`src/rtl/cbs_pkg.sv`:
```
package cbs_pkg;

  typedef enum logic [1:0] {
    SPD_10M  = 2'd0,
    SPD_100M = 2'd1,
    SPD_1G   = 2'd2,
    SPD_2G5  = 2'd3
  } link_speed_e;

  localparam int LINE_UNIT_W = 15;

  // Line rate expressed in 100 kb/s units for each speed code.
  function automatic logic [LINE_UNIT_W-1:0] line_units(link_speed_e s);
    case (s)
      SPD_10M:  return LINE_UNIT_W'(100);
      SPD_100M: return LINE_UNIT_W'(1000);
      SPD_1G:   return LINE_UNIT_W'(10000);
      default:  return LINE_UNIT_W'(25000);
    endcase
  endfunction

endpackage

```
`src/rtl/cbs_cfg_decode.sv`:
```
module cbs_cfg_decode #(
  parameter int RATE_W      = 15,
  parameter int BURST_W     = 6,
  parameter int BURST_SHIFT = 12,
  parameter int LINE_W      = 15,
  parameter int CREDIT_W    = 34
) (
  input  logic [RATE_W-1:0]          cfg_rate,
  input  logic [BURST_W-1:0]         cfg_burst,
  input  cbs_pkg::link_speed_e       speed,
  output logic [RATE_W-1:0]          rate_eff,
  output logic [LINE_W-1:0]          line_u,
  output logic signed [CREDIT_W-1:0] ceil_c
);
  localparam int BYTE_W = BURST_W + BURST_SHIFT;

  logic [BURST_W-1:0]  burst_eff;
  logic [BYTE_W-1:0]   ceil_bytes;
  logic [CREDIT_W-1:0] ceil_prod;

  always_comb begin
    // a zero field is never used as zero
    rate_eff   = (cfg_rate == '0) ? RATE_W'(1) : cfg_rate;
    burst_eff  = (cfg_burst == '0) ? BURST_W'(1) : cfg_burst;
    ceil_bytes = {burst_eff, {BURST_SHIFT{1'b0}}};
    line_u     = LINE_W'(cbs_pkg::line_units(speed));
    ceil_prod  = CREDIT_W'(ceil_bytes) * CREDIT_W'(line_u);
    ceil_c     = $signed(ceil_prod);
  end

endmodule

```
`src/rtl/cbs_credit_acc.sv`:
```
module cbs_credit_acc #(
  parameter int RATE_W   = 15,
  parameter int LINE_W   = 15,
  parameter int TXB_W    = 4,
  parameter int CREDIT_W = 34
) (
  input  logic                       clk,
  input  logic                       rst,
  input  logic                       en,
  input  logic                       q_nonempty,
  input  logic                       tx_active,
  input  logic [TXB_W-1:0]           tx_bytes,
  input  logic                       byte_tick,
  input  logic [RATE_W-1:0]          rate_eff,
  input  logic [LINE_W-1:0]          line_u,
  input  logic signed [CREDIT_W-1:0] ceil_c,
  output logic signed [CREDIT_W-1:0] credit_q,
  output logic signed [CREDIT_W-1:0] credit_nxt
);
  localparam int SUM_W = CREDIT_W + 2;
  localparam logic signed [CREDIT_W-1:0] FLOOR = {1'b1, {(CREDIT_W-1){1'b0}}};

  logic signed [SUM_W-1:0] gain, cost, base, raw, ceil_x, floor_x;

  always_comb begin
    gain    = byte_tick ? $signed(SUM_W'(rate_eff)) : '0;
    cost    = tx_active ? $signed(SUM_W'(tx_bytes) * SUM_W'(line_u)) : '0;
    base    = SUM_W'(credit_q);
    ceil_x  = SUM_W'(ceil_c);
    floor_x = SUM_W'(FLOOR);
    raw     = base + gain - cost;
    if (!tx_active && !q_nonempty) begin
      if (credit_q > 0)  raw = '0;
      else if (raw > 0)  raw = '0;
    end
    if (raw > ceil_x)       raw = ceil_x;
    else if (raw < floor_x) raw = floor_x;
    credit_nxt = raw[CREDIT_W-1:0];
  end

  always_ff @(posedge clk) begin
    if (rst || !en) credit_q <= '0;
    else            credit_q <= credit_nxt;
  end


  ceiling_chk: assert property (@(posedge clk) disable iff (rst)
    en |=> credit_q <= $past(ceil_c));


  empty_reset_chk: assert property (@(posedge clk) disable iff (rst)
    (en && !q_nonempty && !tx_active && credit_q > 0) |=> credit_q == 0);


  disabled_zero_chk: assert property (@(posedge clk) disable iff (rst)
    !en |=> credit_q == 0);


  no_tick_hold_chk: assert property (@(posedge clk) disable iff (rst)
    (en && q_nonempty && !tx_active && !byte_tick && credit_q <= ceil_c)
    |=> credit_q == $past(credit_q));

endmodule

```
`src/rtl/cbs_elig.sv`:
```
module cbs_elig (
  input  logic clk,
  input  logic rst,
  input  logic en,
  input  logic q_nonempty,
  input  logic credit_neg,
  output logic tx_eligible
);
  always_ff @(posedge clk) begin
    if (rst) tx_eligible <= 1'b0;
    else     tx_eligible <= q_nonempty && (!en || !credit_neg);
  end


  follow_q_chk: assert property (@(posedge clk) disable iff (rst)
    !en |=> tx_eligible == $past(q_nonempty));


  elig_needs_q_chk: assert property (@(posedge clk) disable iff (rst)
    tx_eligible |-> $past(q_nonempty));

endmodule

```
`src/rtl/cbs_queue_shaper.sv`:
```
module cbs_queue_shaper #(
  parameter int RATE_W      = 15,
  parameter int BURST_W     = 6,
  parameter int BURST_SHIFT = 12,
  parameter int TXB_W       = 4,
  parameter int CREDIT_W    = 34
) (
  input  logic               clk,
  input  logic               rst,
  input  logic               cfg_shape_en,
  input  logic [RATE_W-1:0]  cfg_rate,
  input  logic [BURST_W-1:0] cfg_burst,
  input  logic [1:0]         link_speed,
  input  logic               q_nonempty,
  input  logic               tx_active,
  input  logic [TXB_W-1:0]   tx_bytes,
  input  logic               byte_tick,
  output logic               tx_eligible
);
  localparam int LINE_W = cbs_pkg::LINE_UNIT_W;

  logic [RATE_W-1:0]          rate_eff;
  logic [LINE_W-1:0]          line_u;
  logic signed [CREDIT_W-1:0] ceil_c;
  logic signed [CREDIT_W-1:0] credit_q;
  logic signed [CREDIT_W-1:0] credit_nxt;

  cbs_cfg_decode #(
    .RATE_W(RATE_W), .BURST_W(BURST_W), .BURST_SHIFT(BURST_SHIFT),
    .LINE_W(LINE_W), .CREDIT_W(CREDIT_W)
  ) u_cfg (
    .cfg_rate (cfg_rate),
    .cfg_burst(cfg_burst),
    .speed    (cbs_pkg::link_speed_e'(link_speed)),
    .rate_eff (rate_eff),
    .line_u   (line_u),
    .ceil_c   (ceil_c)
  );

  cbs_credit_acc #(
    .RATE_W(RATE_W), .LINE_W(LINE_W), .TXB_W(TXB_W), .CREDIT_W(CREDIT_W)
  ) u_acc (
    .clk       (clk),
    .rst       (rst),
    .en        (cfg_shape_en),
    .q_nonempty(q_nonempty),
    .tx_active (tx_active),
    .tx_bytes  (tx_bytes),
    .byte_tick (byte_tick),
    .rate_eff  (rate_eff),
    .line_u    (line_u),
    .ceil_c    (ceil_c),
    .credit_q  (credit_q),
    .credit_nxt(credit_nxt)
  );

  cbs_elig u_elig (
    .clk        (clk),
    .rst        (rst),
    .en         (cfg_shape_en),
    .q_nonempty (q_nonempty),
    .credit_neg (credit_nxt[CREDIT_W-1]),
    .tx_eligible(tx_eligible)
  );


  reset_idle_chk: assert property (@(posedge clk)
    rst |=> !tx_eligible && credit_q == 0);

endmodule

```
`config.mk`:
```
export PLATFORM = sky130hd
export DESIGN_NAME = cbs_queue_shaper
export DESIGN_NICKNAME = d
export VERILOG_FILES = /design/src/rtl/cbs_pkg.sv /design/src/rtl/cbs_cfg_decode.sv /design/src/rtl/cbs_credit_acc.sv /design/src/rtl/cbs_elig.sv /design/src/rtl/cbs_queue_shaper.sv
export SDC_FILE = /design/constraint.sdc
export NUM_CORES = 1
export LEC_CHECK = 0
export BUFFER_PORTS_ARGS = -buffer_cell sky130_fd_sc_hd__buf_2
export CAP_MARGIN = 0
export CORE_ASPECT_RATIO = 1.75
export CORE_MARGIN = 5
export CORE_UTILIZATION = 35
export CTS_CLUSTER_SIZE = 14
export DETAILED_ROUTE_END_ITERATION = 10
export GPL_TIMING_DRIVEN = 0
export SYNTH_ARGS = -nofsm -noshare
export SYNTH_HDL_FRONTEND = slang
export SYNTH_SLANG_ARGS = --single-unit
```
`constraint.sdc`:
```
create_clock -name clk -period 15.1 [get_ports clk]
set_input_delay 3.02 -clock clk [delete_from_list [all_inputs] [get_ports clk]]
set_output_delay 3.02 -clock clk [all_outputs]
set_load 0.05 [all_outputs]
```
## After elaboration in Yosys (flattened, before gate mapping)

Cells that the tools add are included.
W data, S select, Z words.

- Add/subtract/negate cells: 2
- Multipliers: 2
- Order comparisons: 4
- Eq/ne operators: 2
- Mux-type cells: 10
- Reductions and logical operators: 12

Operators with widths:

| operator | count |
|---|---|
| $mux W36 | 3 |
| $mux W34 | 2 |
| $pmux W15 S3 | 1 |
| $gt A36 B1 Y1 const B | 1 |
| $gt A36 B34 Y1 | 1 |
| $lt A36 B34 Y1 const B | 1 |
| $sub A36 B36 Y36 | 1 |
| $add A34 B16 Y35 | 1 |
| $gt A34 B1 Y1 const B | 1 |
| $mux W15 | 2 |
| $mul A6 B15 Y21 | 1 |
| $mul A4 B15 Y19 | 1 |
| $mux W19 | 1 |
| $logic_not A15 Y1 | 1 |
| $logic_not A6 Y1 | 1 |
| $mux W6 | 1 |
| $logic_not A1 Y1 | 4 |
| $reduce_or A3 Y1 | 1 |
| $eq A2 B1 Y1 const B | 1 |
| $eq A2 B2 Y1 const B | 1 |
| $logic_and A1 B1 Y1 | 2 |
| $logic_not A2 Y1 | 1 |
| $logic_or A1 B1 Y1 | 2 |

- Bits in registers: 35
- Input port bits: 33
- Output and inout port bits: 1

## Depth between registers and ports, before layout

- Word-level depth: 15
- Depth in mapped cells: 46
- Mapped depth without buffers: 45

## Hierarchy

A second synthesis with hierarchy kept.

- Cell total of the unflattened synthesis: 1296
- Area total of the unflattened synthesis: 10057.1 sq um

Modules (own cells, without submodules):

| module | instances | cells an instance | area each (sq um) |
|---|---|---|---|
| cbs_credit_acc | 1 | 991 | 7566.0 |
| cbs_cfg_decode | 1 | 302 | 2454.9 |
| cbs_elig | 1 | 3 | 36.3 |

## Least setup slack after synthesis

Ideal clock, no wire load.

- Path kind: in2reg
- Start: input link_speed[0]
- End: register u_acc.credit_q[7]
- Arrival: 12112 ps
- Data required time: 15040 ps
- Path slack: 2928 ps
- Cell stages on the path: 44
- Buffers on the path: 2
- Path through: inv_1 -> ha_1 -> clkbuf_1 -> nand2_1 -> fa_1 -> inv_1 -> fa_1 -> fa_1 -> a21o_1 -> a21oi_1 -> o21bai_1 -> a21oi_1 -> o21bai_1 -> a21oi_1 -> o21bai_1 -> a21oi_1 -> xnor2_1 -> nand2_1 -> [... 8 more ...] -> or4_1 -> a2111o_1 -> nor4_4 -> nor2_1 -> nor2_1 -> ha_1 -> a21o_1 -> a21oi_1 -> nor2b_1 -> o21ai_0 -> nand2b_1 -> a2111oi_0 -> o21ai_0 -> o21a_1 -> o32ai_1 -> o21ai_1 -> buf_2 -> and3b_1

- Word-level cells in the longest chain between the ends: 11
- Elaborated cells between the ends (all ways): 15
- Those cells by class: add/sub: 1; mul: 2; order compare: 3; eq/ne: 2; mux: 5; reduce/logical: 2

RTL lines:

| element | RTL line | source |
|---|---|---|
| from (decl) | cbs_queue_shaper.sv:13 | `input logic [1:0] link_speed,` |
| $eq A2 B2 Y1 (tied with other cells) | cbs_pkg.sv:14 | `case (s)` |
| $pmux W15 S3 * | cbs_pkg.sv:14 |  |
| $mul A4 B15 Y19 | cbs_credit_acc.sv:27 | `cost = tx_active ? $signed(SUM_W'(tx_bytes) * SUM_W'(line_u)) : '0;` |
| $mux W19 | cbs_credit_acc.sv:27 |  |
| $sub A36 B36 Y36 | cbs_credit_acc.sv:31 | `raw = base + gain - cost;` |
| $gt A36 B1 Y1 | cbs_credit_acc.sv:34 | `else if (raw > 0) raw = '0;` |
| $mux W36 | cbs_credit_acc.sv:34 |  |
| $mux W36 | cbs_credit_acc.sv:33 | `if (credit_q > 0) raw = '0;` |
| $mux W36 | cbs_credit_acc.sv:32 | `if (!tx_active && !q_nonempty) begin` |
| $lt A36 B34 Y1 / $gt A36 B34 Y1 (equally long branches) | cbs_credit_acc.sv:37, cbs_credit_acc.sv:36 |  |
| $reduce_or A3 Y1 (no source line) | n/a |  |
| to (signal assigned) | cbs_credit_acc.sv:43 | `else credit_q <= credit_nxt;` |
| to (decl) | cbs_credit_acc.sv:17 | `output logic signed [CREDIT_W-1:0] credit_q,` |

Every way passes the cells marked *; elsewhere a longest branch is shown, timed or not.
A chain may end at the register's enable or synchronous reset.

## Worst setup path after layout

- Start: input link_speed[0]
- End: register u_acc.credit_q[14]

- Word-level cells in the longest chain between the ends: 12
- Elaborated cells between the ends (all ways): 16
- Those cells by class: add/sub: 1; mul: 2; order compare: 3; eq/ne: 2; mux: 7; reduce/logical: 1

RTL lines:

| element | RTL line | source |
|---|---|---|
| $eq A2 B2 Y1 (tied with other cells) | cbs_pkg.sv:14 |  |
| $pmux W15 S3 * | cbs_pkg.sv:14 |  |
| $mul A4 B15 Y19 | cbs_credit_acc.sv:27 |  |
| $mux W19 | cbs_credit_acc.sv:27 |  |
| $sub A36 B36 Y36 | cbs_credit_acc.sv:31 |  |
| $gt A36 B1 Y1 | cbs_credit_acc.sv:34 |  |
| $mux W36 | cbs_credit_acc.sv:34 |  |
| $mux W36 | cbs_credit_acc.sv:33 |  |
| $mux W36 | cbs_credit_acc.sv:32 |  |
| $lt A36 B34 Y1 | cbs_credit_acc.sv:37 | `else if (raw < floor_x) raw = floor_x;` |
| $mux W34 | cbs_credit_acc.sv:37 |  |
| $mux W34 * | cbs_credit_acc.sv:36 | `if (raw > ceil_x) raw = ceil_x;` |

Marks and branches as above.

==> flow_summary_export.csv <==
group,metric,value,unit
timing,holdWs,0.698,ns
global_routing,grt_antenna_before_repair,0,
power_and_ir_drop,internal-power,740,µW
final_layout,synthToLayoutAreaGrowth,8.95,%
power_and_ir_drop,ir_drop,0.0555,mV
clock_network,cts_setup_buffers,0,
placement,finalWeightedCongestion,0.928,
worst_setup_path,cpMostUsedCell,"a21oi_1",
timing,fmaxAchievable,70.7,MHz
clock_network,clock_latency,0.29,ns
clock_network,post_cts_resized,0,
worst_setup_path,cp_max_fo,10,
die,die_w,124,µm
final_layout,fillCellCount,2382,
timing,fin_crit,14.14,ns
worst_setup_path,worstPathArrival,14.34,ns
clock_network,root_buffer,"clkbuf_16",
power_and_ir_drop,powerDensity,183,nW/µm²
yosys,seq_area_frac_synth,8.84,%
hold_path,min_from,"u_acc.credit_q[0]",
worst_setup_path,criticalPathCategory,"primary input to flop",
hold_path,whs_path_depth,3,
die,start_util,35.1,%
yosys,yosys.area.top_type,"ha_1",
timing,tns,0,ns
die,rows,73,
detailed_routing,drc_errors,0,
yosys,netlist_instances,1016,
worst_setup_path,startpoint_type,"primary input",
yosys,synth_fp_nets,1212,
final_layout,drive_above_1_share,7.67,%
worst_setup_path,r2r.worst_path.cells,33,
timing,final.setup_skew,0.00530,ns
worst_setup_path,cp_slowest_cell,"fa_1",
yosys,async_flop_share,0,%
power_and_ir_drop,p_sw_share,53.3,%
yosys,syn_avg_cell_area,7.80,µm²
power_and_ir_drop,seqPwrFrac,9.3,%
yosys,ys_types,79,
global_routing,grt_pass1_wl,36000,µm
worst_setup_path,cp-end-kind,"flop",
timing,finalMaxSlewViolations,0,
die,core,22600,µm²
timing,hold_viol,0,
global_routing,grt_pass1_vias,7500,
power_and_ir_drop,power_frac_clock,7.8,%
timing,worst_pin_slew,0.840,ns
final_layout,final_common_cell,"ha_1",
timing,setup_viol,0,
power_and_ir_drop,p_leak,4.04,nW
final_layout,n_antenna_cell,0,
timing,relSlewSlack,43.8,%
yosys,ys.warnings.count,0,
global_routing,grtUsageTotal,17.3,%
run,max_cap_violations,0,
yosys,netlist_top_cells_area,"ha_1 (18%), fa_1 (13%), dfxtp_1 (8.8%)",
detailed_routing,drtIter0Drc,251,
detailed_routing,via_count,7223,
status,status,"finished clean",
yosys,yosysTopAreaCellShare,17.8,%
clock_network,cts_made_buffers,5,
detailed_routing,viasPerCell,5.33,
clock_network,cts_sinks,35,
yosys,ys.flop_type,"dfxtp_1",
clock_network,cts_tree,"done",
hold_path,min_path_type,"flop to flop",
detailed_routing,drt-pass1-iter-count,7,
global_routing,gr-total-overflow,0,
clock_network,cts_htree_levels,2,
yosys,ys_ff_latch,35,
power_and_ir_drop,switching_power,843,µW
final_layout,layout_common_cells,"ha_1 (113), inv_1 (101), nand2_1 (86)",
clock_network,clock_path_buffers,2,
worst_setup_path,critPathMaxStageDelay,0.60,ns
final_layout,fin_nets,1251,
detailed_routing,routed_wl,21900,µm
placement,place_ws,0.723,ns
global_routing,grt_max_degree,12,
clock_network,cts_hold_buf,0,
hold_path,whs_endpoint,"u_acc.credit_q[0]",
worst_setup_path,regToRegSetupSlack,5.56,ns
power_and_ir_drop,combPwrFrac,82.9,%
worst_setup_path,r2r_start,"u_acc.credit_q[3]",
timing,worst_slack,0.960,ns
placement,io_buffers,32,
timing,post-route-period-util,93.6,%
die,die_h,209,µm
clock_network,clk_pin_slew,0.06,ns
worst_setup_path,r2r-end,"u_acc.credit_q[14]",
placement,dp_hpwl,19100,µm
detailed_routing,wl_per_cell,16.1,µm
yosys,synth_edf_count,0,
die,ioPinCount,34,
detailed_routing,detail-route-antenna-nets,0,
yosys,synth_area,7930,µm²
timing,rsz0062_at_grt,"false",
worst_setup_path,crit_required,15.30,ns
die,die_area,25900,µm²
worst max-delay path: cells and delay by family:
family                     cells  cell delay [ns]
xor gates and xnor gates       2             0.37
and+or+nand+nor               10             2.40
buffers and inverters          5             1.01
adders and majority gates      6             2.33
AOI/OAI and AO/OA             22             5.21
metrics by stage:
| step | util [%] | power, mW | instance area (µm²) | std cells |
|---|---|---|---|---|
| after floorplan | - | 1.16 | 7930 | 1016 |
| after global placement | 37.5 | 1.44 | 8460 | 1348 |
| after detailed placement | 37.5 | 1.45 | 8460 | 1348 |
| after CTS | 38.3 | 1.59 | 8640 | 1356 |
| after global routing | 38.3 | 1.75 | 8640 | 1356 |
| final | 38.3 | 1.58 | 8640 | 1356 |
area by class of cell:
type | instances | area, µm² | area share [%]
clock inverters | 2 | 35.0 | 0.406
well taps | 300 | 375 | 4.35
inverters | 101 | 379 | 4.39
multi-input cells | 854 | 6740 | 78.0
plain buffers | 26 | 108 | 1.25
repair buffers | 32 | 160 | 1.85
flip-flops and latches | 35 | 701 | 8.11
clock buffers | 6 | 139 | 1.61
worst max path at each step:
stage	from	to	slack (ns)	cells past startpoint
2_1_floorplan	link_speed[0]	u_acc.credit_q[7]	2.93	44
3_3_place_gp	link_speed[0]	u_acc.credit_q[14]	0.85	45
3_5_place_dp	link_speed[0]	u_acc.credit_q[14]	0.72	45
4_1_cts	link_speed[0]	u_acc.credit_q[14]	1.01	45
5_1_grt	link_speed[0]	u_acc.credit_q[14]	0.24	46
6_report	link_speed[0]	u_acc.credit_q[14]	0.96	45
state kept, by name, summed over array words and instances, names as in the netlist:
name and count:
u_elig.tx_eligible 1, u_acc.credit_q 34
power by group through the flow:
stage / sequential, mW / clock (mW) / combinational (mW)
5_1_grt: 0.151 / 0.128 / 1.47
6_report: 0.147 / 0.124 / 1.31
2_1_floorplan: 0.142 / 0 / 1.02
3_3_place_gp: 0.148 / 0 / 1.29
3_5_place_dp: 0.149 / 0 / 1.30
4_1_cts: 0.147 / 0.126 / 1.31
synth_stat cells (20+ instances only):
cell type and instances:
nor4_1 20, nor2_1 62, nand2b_1 32, xor2_1 28, inv_1 101, nand4_1 23, o21ai_0 41, and2_1 44
xnor2_1 47, nand2_1 86, ha_1 113, a21oi_1 58, fa_1 50, dfxtp_1 35
kinds of logic (layout without fill, tap and decap cells):
| group | count (synthesis) | after routing | share of synthesized area, % |
|---|---|---|---|
| xor+xnor | 76 | 76 | 8.49 |
| compound gates | 227 | 227 | 18.9 |
| buf+inv | 127 | 167 | 6.14 |
| fa+ha+maj | 163 | 163 | 30.5 |
| mux | 3 | 3 | 0.410 |
| simple gates | 385 | 385 | 26.7 |
| flops | 35 | 35 | 8.84 |
metal layers:
metal	GRT usage, %	part of all wire, %	up-vias
li1	-	-	3670
met1	17.2	37	3368
met2	34.2	56	124
met3	0.460	1.5	61
met4	10.1	5.8	0
met5	0	0	-
No activity file was read; power rests on OpenSTA's default activity.
